==> src/rtl/modclk_pkg.sv <==
package modclk_pkg;

  localparam int REG_W    = 32;
  localparam int MODE_LSB = 0;
  localparam int STS_LSB  = 16;
  localparam int STBY_BIT = 18;

  localparam logic [1:0] MODE_OFF  = 2'd0;
  localparam logic [1:0] STS_FUNC  = 2'd0;
  localparam logic [1:0] STS_IFIDL = 2'd2;
  localparam logic [1:0] STS_OFF   = 2'd3;

  typedef enum logic [2:0] {
    ST_IDLE, ST_DOM_UP, ST_READ, ST_WRITE, ST_POLL, ST_DOM_DN, ST_DONE
  } seq_state_e;

  typedef struct packed {
    logic       rdReq;
    logic       wrReq;
    logic       tmoClr;
    logic       tmoDis;
    logic [1:0] modeCode;
  } ctrl2dp_t;

  typedef struct packed {
    logic       rdFire;
    logic       wrFire;
    logic [1:0] idleSts;
    logic       tmoHit;
  } dp2ctrl_t;

endpackage

==> src/rtl/modclk_dp.sv <==
module modclk_dp
  import modclk_pkg::*;
#(
  parameter int CYC_PER_US = 100,
  parameter int EN_TMO_US  = 2000,
  parameter int DIS_TMO_US = 5000
) (
  input  logic             clk,
  input  logic             rstN,
  input  ctrl2dp_t         strb,
  output dp2ctrl_t         dpSts,
  output logic             rdValid,
  input  logic             rdReady,
  input  logic [REG_W-1:0] rdData,
  output logic             wrValid,
  input  logic             wrReady,
  output logic [REG_W-1:0] wrData,
  output logic             standby
);

  localparam int PRE_W   = $clog2(CYC_PER_US + 1);
  localparam int LIM_MAX = (EN_TMO_US > DIS_TMO_US) ? EN_TMO_US : DIS_TMO_US;
  localparam int TMO_W   = $clog2(LIM_MAX + 1);

  logic [REG_W-1:0] shadowQ;
  logic             standbyQ;
  logic [PRE_W-1:0] preQ;
  logic             usTick;
  logic [TMO_W-1:0] tmoCntQ;
  logic [TMO_W-1:0] limSel;
  logic             rdFire;

  assign rdValid = strb.rdReq;
  assign wrValid = strb.wrReq;
  assign rdFire  = rdValid && rdReady;
  assign wrData  = {shadowQ[REG_W-1:MODE_LSB+2], strb.modeCode};
  assign standby = standbyQ;

  // read capture: shadow for the write, standby from every read
  always_ff @(posedge clk) begin
    if (!rstN) begin
      shadowQ  <= '0;
      standbyQ <= 1'b0;
    end else if (rdFire) begin
      shadowQ  <= rdData;
      standbyQ <= rdData[STBY_BIT];
    end
  end

  // free-running microsecond prescaler
  assign usTick = (preQ == PRE_W'(CYC_PER_US - 1));
  always_ff @(posedge clk) begin
    if (!rstN)       preQ <= '0;
    else if (usTick) preQ <= '0;
    else             preQ <= preQ + 1'b1;
  end

  // microsecond timeout counter, saturating at the selected limit
  assign limSel = strb.tmoDis ? TMO_W'(DIS_TMO_US) : TMO_W'(EN_TMO_US);
  always_ff @(posedge clk) begin
    if (!rstN)                           tmoCntQ <= '0;
    else if (strb.tmoClr)                tmoCntQ <= '0;
    else if (usTick && tmoCntQ < limSel) tmoCntQ <= tmoCntQ + 1'b1;
  end

  assign dpSts.rdFire  = rdFire;
  assign dpSts.wrFire  = wrValid && wrReady;
  assign dpSts.idleSts = rdData[STS_LSB +: 2];
  assign dpSts.tmoHit  = (tmoCntQ >= limSel);


  wr_mode_chk: assert property (@(posedge clk) disable iff (!rstN)
    wrValid |-> (wrData[1:0] != 2'b11));


  tmo_bound_chk: assert property (@(posedge clk) disable iff (!rstN)
    tmoCntQ <= TMO_W'(LIM_MAX));


  stby_hold_chk: assert property (@(posedge clk) disable iff (!rstN)
    !rdValid |=> $stable(standby));

endmodule

==> src/rtl/modclk_ctrl.sv <==
module modclk_ctrl
  import modclk_pkg::*;
(
  input  logic       clk,
  input  logic       rstN,
  input  logic       reqValid,
  input  logic       reqEnable,
  input  logic [1:0] cfgMode,
  input  logic       cfgNoWait,
  input  logic       domAck,
  input  dp2ctrl_t   dpSts,
  output ctrl2dp_t   strb,
  output logic       domReq,
  output logic       busy,
  output logic       done,
  output logic       tmoErr
);

  seq_state_e stateQ, stateD;
  logic       enQ;
  logic [1:0] modeQ;
  logic       noWaitQ;
  logic       domReqQ;
  logic       errQ;
  logic       errSet;
  logic       reached;
  logic       take;
  seq_state_e finishSt;

  assign take     = (stateQ == ST_IDLE) && reqValid;
  assign finishSt = enQ ? ST_DONE : ST_DOM_DN;
  assign reached  = enQ ? (dpSts.idleSts == STS_FUNC || dpSts.idleSts == STS_IFIDL)
                        : (dpSts.idleSts == STS_OFF);

  always_comb begin
    stateD        = stateQ;
    errSet        = 1'b0;
    strb          = '0;
    strb.modeCode = enQ ? modeQ : MODE_OFF;
    strb.tmoDis   = !enQ;
    unique case (stateQ)
      ST_IDLE: begin
        if (reqValid) begin
          if (reqEnable)              stateD = ST_DOM_UP;
          else if (cfgMode == MODE_OFF) stateD = ST_DOM_DN;
          else                        stateD = ST_READ;
        end
      end
      ST_DOM_UP: begin
        if (domAck) stateD = (modeQ == MODE_OFF) ? ST_DONE : ST_READ;
      end
      ST_READ: begin
        strb.rdReq = 1'b1;
        if (dpSts.rdFire) stateD = ST_WRITE;
      end
      ST_WRITE: begin
        strb.wrReq  = 1'b1;
        strb.tmoClr = 1'b1;
        if (dpSts.wrFire) stateD = noWaitQ ? finishSt : ST_POLL;
      end
      ST_POLL: begin
        strb.rdReq = 1'b1;
        if (dpSts.rdFire && reached) begin
          stateD = finishSt;
        end else if (dpSts.tmoHit) begin
          errSet = 1'b1;
          stateD = finishSt;
        end
      end
      ST_DOM_DN: begin
        if (!domAck) stateD = ST_DONE;
      end
      ST_DONE:  stateD = ST_IDLE;
      default:  stateD = ST_IDLE;
    endcase
  end

  always_ff @(posedge clk) begin
    if (!rstN) begin
      stateQ  <= ST_IDLE;
      enQ     <= 1'b0;
      modeQ   <= MODE_OFF;
      noWaitQ <= 1'b0;
      domReqQ <= 1'b0;
      errQ    <= 1'b0;
    end else begin
      stateQ <= stateD;
      if (take) begin
        enQ     <= reqEnable;
        modeQ   <= cfgMode;
        noWaitQ <= cfgNoWait;
      end
      if (take)        errQ <= 1'b0;
      else if (errSet) errQ <= 1'b1;
      if (stateD == ST_DOM_UP)      domReqQ <= 1'b1;
      else if (stateD == ST_DOM_DN) domReqQ <= 1'b0;
    end
  end

  assign domReq = domReqQ;
  assign busy   = (stateQ != ST_IDLE);
  assign done   = (stateQ == ST_DONE);
  assign tmoErr = errQ;


  done_pulse_chk: assert property (@(posedge clk) disable iff (!rstN)
    done |=> !done);


  busy_end_chk: assert property (@(posedge clk) disable iff (!rstN)
    $fell(busy) |-> $past(done));


  access_domain_chk: assert property (@(posedge clk) disable iff (!rstN)
    (strb.wrReq && enQ) |-> domAck);


  rd_hold_chk: assert property (@(posedge clk) disable iff (!rstN)
    (strb.rdReq && !dpSts.rdFire && !dpSts.tmoHit) |=> strb.rdReq);

endmodule

==> src/rtl/modclk_seq.sv <==
module modclk_seq
  import modclk_pkg::*;
#(
  parameter int CYC_PER_US = 100,
  parameter int EN_TMO_US  = 2000,
  parameter int DIS_TMO_US = 5000
) (
  input  logic        clk,
  input  logic        rstN,
  input  logic        reqValid,
  input  logic        reqEnable,
  input  logic [1:0]  cfgMode,
  input  logic        cfgNoWait,
  output logic        busy,
  output logic        done,
  output logic        tmoErr,
  output logic        standby,
  output logic        domReq,
  input  logic        domAck,
  output logic        rdValid,
  input  logic        rdReady,
  input  logic [31:0] rdData,
  output logic        wrValid,
  input  logic        wrReady,
  output logic [31:0] wrData
);

  ctrl2dp_t strb;
  dp2ctrl_t dpSts;

  modclk_ctrl u_ctrl (
    .clk       (clk),
    .rstN      (rstN),
    .reqValid  (reqValid),
    .reqEnable (reqEnable),
    .cfgMode   (cfgMode),
    .cfgNoWait (cfgNoWait),
    .domAck    (domAck),
    .dpSts     (dpSts),
    .strb      (strb),
    .domReq    (domReq),
    .busy      (busy),
    .done      (done),
    .tmoErr    (tmoErr)
  );

  modclk_dp #(
    .CYC_PER_US (CYC_PER_US),
    .EN_TMO_US  (EN_TMO_US),
    .DIS_TMO_US (DIS_TMO_US)
  ) u_dp (
    .clk     (clk),
    .rstN    (rstN),
    .strb    (strb),
    .dpSts   (dpSts),
    .rdValid (rdValid),
    .rdReady (rdReady),
    .rdData  (rdData),
    .wrValid (wrValid),
    .wrReady (wrReady),
    .wrData  (wrData),
    .standby (standby)
  );

endmodule

==> config.mk <==
export PLATFORM = sky130hd
export DESIGN_NAME = modclk_seq
export DESIGN_NICKNAME = d
export VERILOG_FILES = /design/src/rtl/modclk_pkg.sv /design/src/rtl/modclk_dp.sv /design/src/rtl/modclk_ctrl.sv /design/src/rtl/modclk_seq.sv
export SDC_FILE = /design/constraint.sdc
export NUM_CORES = 1
export LEC_CHECK = 0
export BUFFER_PORTS_ARGS = -buffer_cell sky130_fd_sc_hd__buf_2
export CORE_UTILIZATION = 49
export CTS_CLUSTER_DIAMETER = 60
export DETAILED_ROUTE_END_ITERATION = 7
export GPL_TIMING_DRIVEN = 0
export PLACE_DENSITY = 0.76
export RECOVER_POWER = 25
export SYNTH_ARGS = -nofsm -noshare
export SYNTH_HDL_FRONTEND = slang
export SYNTH_SLANG_ARGS = --single-unit
==> constraint.sdc <==
create_clock -name clk -period 2.4 [get_ports clk]
set_input_delay 0.24 -clock clk [delete_from_list [all_inputs] [get_ports clk]]
set_output_delay 0.24 -clock clk [all_outputs]
set_load 0.01 [all_outputs]
== Word level (Yosys, flattened, before mapping) ==
Index checks and enable logic that the tools add are counted.

* Bits in registers: 62
* Output and inout bits: 39

* $add $sub $neg: 2
* $lt $le $gt $ge: 2
* Eq/ne operators: 11
* Muxes and demuxes: 23
* Bitwise gates (word level): 1
* Reductions and logical operators: 16

{| class="wikitable"
|+ Operator list
! cell !! count
|-
| 2-to-1 mux 3 bit || 11
|-
| one-hot mux 3 bit (6 select lines) || 1
|-
| adder 13 x 1 -> 13 bit (second input constant) || 1
|-
| >= comparator 13 bit || 1
|-
| less-than comparator 13 bit || 1
|-
| 2-to-1 mux 13 bit || 1
|-
| equality test 3 bit (second input constant) || 4
|-
| OR reduction 2 bit || 4
|-
| adder 7 x 1 -> 7 bit (second input constant) || 1
|-
| equality test 7 bit (second input constant) || 1
|-
| 2-to-1 mux 1 bit || 7
|-
| equality test 3 x 1 -> 1 bit (second input constant) || 2
|-
| equality test 3 x 2 -> 1 bit (second input constant) || 2
|-
| logical NOT 2 bit || 3
|-
| 2-to-1 mux 2 bit || 3
|-
| logical AND 1 bit || 5
|-
| equality test 2 bit (second input constant) || 2
|-
| logical NOT 3 bit || 1
|-
| nonzero test 3 bit || 1
|-
| nonzero test 2 bit || 1
|-
| logical OR 1 bit || 1
|-
| inverter 1 bit || 1
|}

== Logic depth before layout (Yosys ltp) ==
* Depth in word-level cells: 10
* Depth in mapped cells: 8
* Mapped depth without buffers: 8

== By module ==
A second synthesis with hierarchy kept.

* Cell total of the unflattened synthesis: 339
* Area total of the unflattened synthesis: 2942.8 µm²

{| class="wikitable"
|+ Modules (own cells, without submodules)
! module !! instances !! cells an instance !! area each (µm²)
|-
| modclk_dp || 1 || 263 || 2298.5
|-
| modclk_ctrl || 1 || 76 || 644.4
|}

== Worst setup path before layout ==
No wires, ideal clock.

* Path type: reg2reg
* Start point: reg u_ctrl.enQ
* End point: reg u_dp.tmoCntQ[10]
* Setup time: 0.121 ns
* Arrival time: 2.017 ns
* Required time: 2.279 ns
* Path slack: 0.262 ns
* Stages on the path, launching flop included: 9
* Period minus slack after synthesis: 2.138 ns
* Cell sequence: dfxtp_1 inv_1 ha_1 o211ai_1 a21oi_4 a21oi_4 and4_4 nand3_2 mux2_4

* Longest elaborated chain between the ends: 3

{| class="wikitable"
|+ RTL lines
! element !! line !! RTL
|-
| from (decl) || modclk_ctrl.sv:20 || <nowiki>logic enQ;</nowiki>
|-
| from (signal assigned) || modclk_ctrl.sv:89 || <nowiki>enQ <= reqEnable;</nowiki>
|-
| 2-to-1 mux 13 bit || modclk_dp.sv:59 || <nowiki>assign limSel = strb.tmoDis ? TMO_W'(DIS_TMO_US) : TMO_W'(EN_TMO_US);</nowiki>
|-
| less-than comparator 13 bit || modclk_dp.sv:63 || <nowiki>else if (usTick && tmoCntQ < limSel) tmoCntQ <= tmoCntQ + 1'b1;</nowiki>
|-
| logical AND 1 bit || modclk_dp.sv:63 ||
|-
| to (signal assigned) || modclk_dp.sv:63 ||
|-
| to (decl) || modclk_dp.sv:29 || <nowiki>logic [TMO_W-1:0] tmoCntQ;</nowiki>
|}

Every way passes these cells.
A chain may end at the register's enable or synchronous reset.

== Worst setup path in the final report ==
* Start point: reg u_ctrl.enQ
* End point: reg u_ctrl.domReqQ (netlist: u_ctrl.domReq)

* Longest elaborated chain between the ends: 7
* Elaborated cells on any way between the ends: 14
* Those cells by class: 1 x order compare; 2 x eq/ne; 9 x mux; 2 x reduce/logical

{| class="wikitable"
|+ RTL lines
! element !! line !! RTL
|-
| 2-to-1 mux 13 bit || modclk_dp.sv:59 ||
|-
| >= comparator 13 bit || modclk_dp.sv:69 || <nowiki>assign dpSts.tmoHit = (tmoCntQ >= limSel);</nowiki>
|-
| 2-to-1 mux 3 bit || modclk_ctrl.sv:65 || <nowiki>end else if (dpSts.tmoHit) begin</nowiki>
|-
| 2-to-1 mux 3 bit || modclk_ctrl.sv:63 || <nowiki>if (dpSts.rdFire && reached) begin</nowiki>
|-
| one-hot mux 3 bit (6 select lines) (*) || modclk_ctrl.sv:41 || <nowiki>unique case (stateQ)</nowiki>
|-
| equality test 3 x 1 -> 1 bit or equality test 3 bit (tied branches) || modclk_ctrl.sv:95, modclk_ctrl.sv:96 ||
|-
| 2-to-1 mux 1 bit or nonzero test 2 bit (tied branches) || -- ||
|-
| to (signal assigned) || modclk_ctrl.sv:84 || <nowiki>domReqQ <= 1'b0;</nowiki>
|-
| to (signal assigned) || modclk_ctrl.sv:95 || <nowiki>if (stateD == ST_DOM_UP) domReqQ <= 1'b1;</nowiki>
|-
| to (signal assigned) || modclk_ctrl.sv:96 || <nowiki>else if (stateD == ST_DOM_DN) domReqQ <= 1'b0;</nowiki>
|-
| to (decl) || modclk_ctrl.sv:23 || <nowiki>logic domReqQ;</nowiki>
|}

Every way passes the cells marked *; elsewhere a longest branch is shown, timed or not.

==> run metrics <==
Post-synth ARST share=0; Hold WS=about 130 ps; crit path time final=about 2300 ps; Rows=27; final period utilization=0.9575; library cells used by synthesis=53; register area share after synthesis=0.4229; critical path class=reg2reg; Starting Density=0.5072; sequential share of power=0.416; Via density=around 5.2; Critical Path Max Stage Delay=roughly 430 ps; antenna violations before repair=0; number of iterations in the first detailed-routing pass=4; CP max FO=10; Post-synth EDFFs=0; pwr/cell area=about 760 mW/mm^2; Slew HR=0.6924; Pwr Total=roughly 2700 uW; CP Cell Sequence=inv_1 > ha_1 > o211ai_1 > a21oi_4 > a211oi_2 > o21a_1 > a21oi_1 > a41o_1; maxcap violations=0; gr ovfl total=0; Clock Tree Buf Depth=2; crit end category=register; HPWL after DPL=4495 um; Seq cells post-synth=59; NetSw=768.5 uW; Avg WL per Cell=about 13 um; final setup skew=about 6.7 ps; fin util=0.6353; Iter 0 DRT Violations=roughly 120; area grow syn2layout=25.27%; RePlAce Congestion=between 0.8 and 0.9; area leader, netlist=dfxtp_1; Hold Crit Class=in2reg; fin area=0.003498 sq mm; top cell type's share of synthesized area=0.4229; Synth warnings=0; FMAX=435.1 MHz; Core Area=0.005507 sq mm; share of post-route cells with drive strength above 1=0.2238; Clk pwr share=0.386; final-report setup violation count=0; Cell Area, Placed=between 0.003 and 0.004 sq mm; Overall Global Routing Usage=0.2179; die width=between 70 and 80 um; hold buffer count at cts=0; critical path launch point type=register; clock tree sinks=between 50 and 60; pin count of the biggest net entering global routing=12; Netlist Area Pre-Place=between 0.002 and 0.003 sq mm; # diodes=0; WP data arrival=2540 ps; worst skew pair latency=340 ps; part of the power in combinational logic=0.198; first-pass GRT wire length=around 10000 um; Clock Pin Slew Worst Setup and Hold Paths=about 70 ps; worst vdd ir=295.3 uV; die area=between 0.006 and 0.007 sq mm; CP top delay family=compound AO/OA/AOI/OAI gates; Via Count=about 2500; Syn Inst Count=approximately 320; CP required=between 2000 and 3000 ps; # DRC=0; Leak=0.001425 uW; Slew @ Worst Pin=~460 ps; worst path bufs/invs=1; Finished Layout Cells=492; Slew Viols, Final=0; I/O Pins=a little over 80; Syn Nets=approximately 370; total CTS buffers=9; H-tree depth reported by CTS=3; top cells by area, synth=dfxtp_1 (42%), nand2_1 (9.7%), a21boi_1 (7.3%); outcome=complete, no violations; r2r setup slk=about 100 ps; Final Hold Viols=0; Placed Instances=474; Die H=77.50 um; CTS tree=built; switch share=0.2900; main flop type after synthesis=dfxtp_1; number of global-route vias before repair=between 2000 and 2500; slowest stage cell on the critical path=dfxtp_2; CTS root buf=clkbuf_8; Int Power=between 1500 and 2000 uW; average size of a mapped cell=roughly 8.6 sq um; antenna-violating nets left=0; fin nets=roughly 470; PortBufs=between 70 and 80; routed wire length=6361 um
-- registers in the layout (all words and copies together) (netlist names), 2 cells and up --
name,count
u_ctrl.stateQ,3
u_ctrl.modeQ,2
u_dp.tmoCntQ,13
u_dp.shadowQ,30
u_dp.preQ,7
-- synthesized netlist by cell type, types with 3 or more instances --
cell,instances
inv_1,9
ha_1,8
mux2i_1,3
nor2b_1,7
nor2_1,29
a21boi_0,4
dfxtp_1,59
nand4_1,3
xnor2_1,8
nand2b_1,5
buf_2,3
and3_1,5
and3_2,3
a21oi_1,5
nor3_1,3
a21boi_1,27
clkbuf_1,13
and2_1,4
nand2_1,72
nand3_1,8
xor2_1,9
-- cells by family after synthesis --
group / count (synthesis) / share of synthesized area
simple gates: 155 / 0.2764
mux: 4 / 0.01613
compound gates: 55 / 0.1577
buf+inv: 26 / 0.03763
flops: 59 / 0.4229
fa+ha+maj: 8 / 0.03584
xor+xnor: 17 / 0.05332
-- metrics by stage --
step | setup slack [ps] | TNS [ps]
after global placement | -26.71 | -26.71
after CTS | 123.9 | 0
final | 101.9 | 0
after detailed placement | -59.73 | -59.73
after floorplan | 261.5 | 0
after global routing | -27.94 | -27.94
-- routing by layer --
metal | vias up | track usage | routed length [um]
li1 | 1276 | - | -
met1 | 1165 | 0.2845 | 2989
met2 | 80 | 0.3336 | 2823
met3 | 19 | 0.04588 | 351
met4 | 0 | 0.1208 | 196
met5 | - | 0 | 0
-- power groups by stage --
stage               logic, uW  clock network (uW)  registers [uW]
finish                    525                1020            1100
global route              588                1070            1110
CTS                       530                1050            1100
detailed placement        528                   0            1120
global placement          521                   0            1120
floorplan                 319                   0            1150
-- final cells by class --
| cell class | count | area (sq um) |
|---|---|---|
| Tap cell | 72 | 90.09 |
| Inverter | 9 | 33.78 |
| Buffer | 17 | 71.32 |
| Clock buffer | 10 | 137.6 |
| Sequential cell | 59 | 1182 |
| Multi-Input combinational cell | 239 | 1519 |
| Clock inverter | 6 | 88.84 |
| Fill cell | 480 | 2008 |
| Timing Repair Buffer | 80 | 375.4 |
-- worst register-to-register path, stage by stage (launching register included) --
cell,delay [ps]
dfxtp_2,430
inv_1,150
ha_1,330
o211ai_1,270
a21oi_4,80
a211oi_2,410
o21a_1,240
a21oi_1,80
a41o_1,200
-- worst paths after layout --
check	start	to	depth (start not counted)
worst max-delay path	u_ctrl.enQ	u_ctrl.domReq	8
worst min-delay path	rdData[6]	u_dp.shadowQ[6]	3
worst max register to register	u_ctrl.enQ	u_ctrl.domReq	8
worst min register to register	u_dp.preQ[0]	u_dp.preQ[0]	1
-- repair_timing --
action	in CTS	in global routing
gates resized for setup	2	1
pin swaps	0	2
setup endpoints to repair	1	2
buffers inserted	0	2
-- placed cells by master, fill, tap and decap left out, types with 2 or more instances in the layout --
cell / synthesis / layout
nand4_1: 3 / 3
nor3_1: 3 / 3
clkinvlp_4: 0 / 2
inv_1: 9 / 9
and2_1: 4 / 4
dfxtp_1: 59 / 58
nor3b_1: 2 / 2
a21oi_4: 2 / 2
a21boi_1: 27 / 27
a21oi_1: 5 / 5
a21boi_0: 4 / 4
buf_4: 1 / 3
nand2b_1: 5 / 5
and3_2: 3 / 3
nand2_1: 72 / 72
mux2i_1: 3 / 3
xor2_1: 9 / 9
xnor2_1: 8 / 8
clkbuf_1: 13 / 37
and4b_1: 2 / 2
nor2b_1: 7 / 7
a211oi_2: 1 / 2
ha_1: 8 / 8
nand3_1: 8 / 8
clkbuf_8: 0 / 10
bufinv_16: 0 / 2
and3_1: 5 / 5
buf_2: 3 / 57
o211ai_1: 2 / 2
nor2_1: 29 / 29
Power figures use the tool's default switching activity.
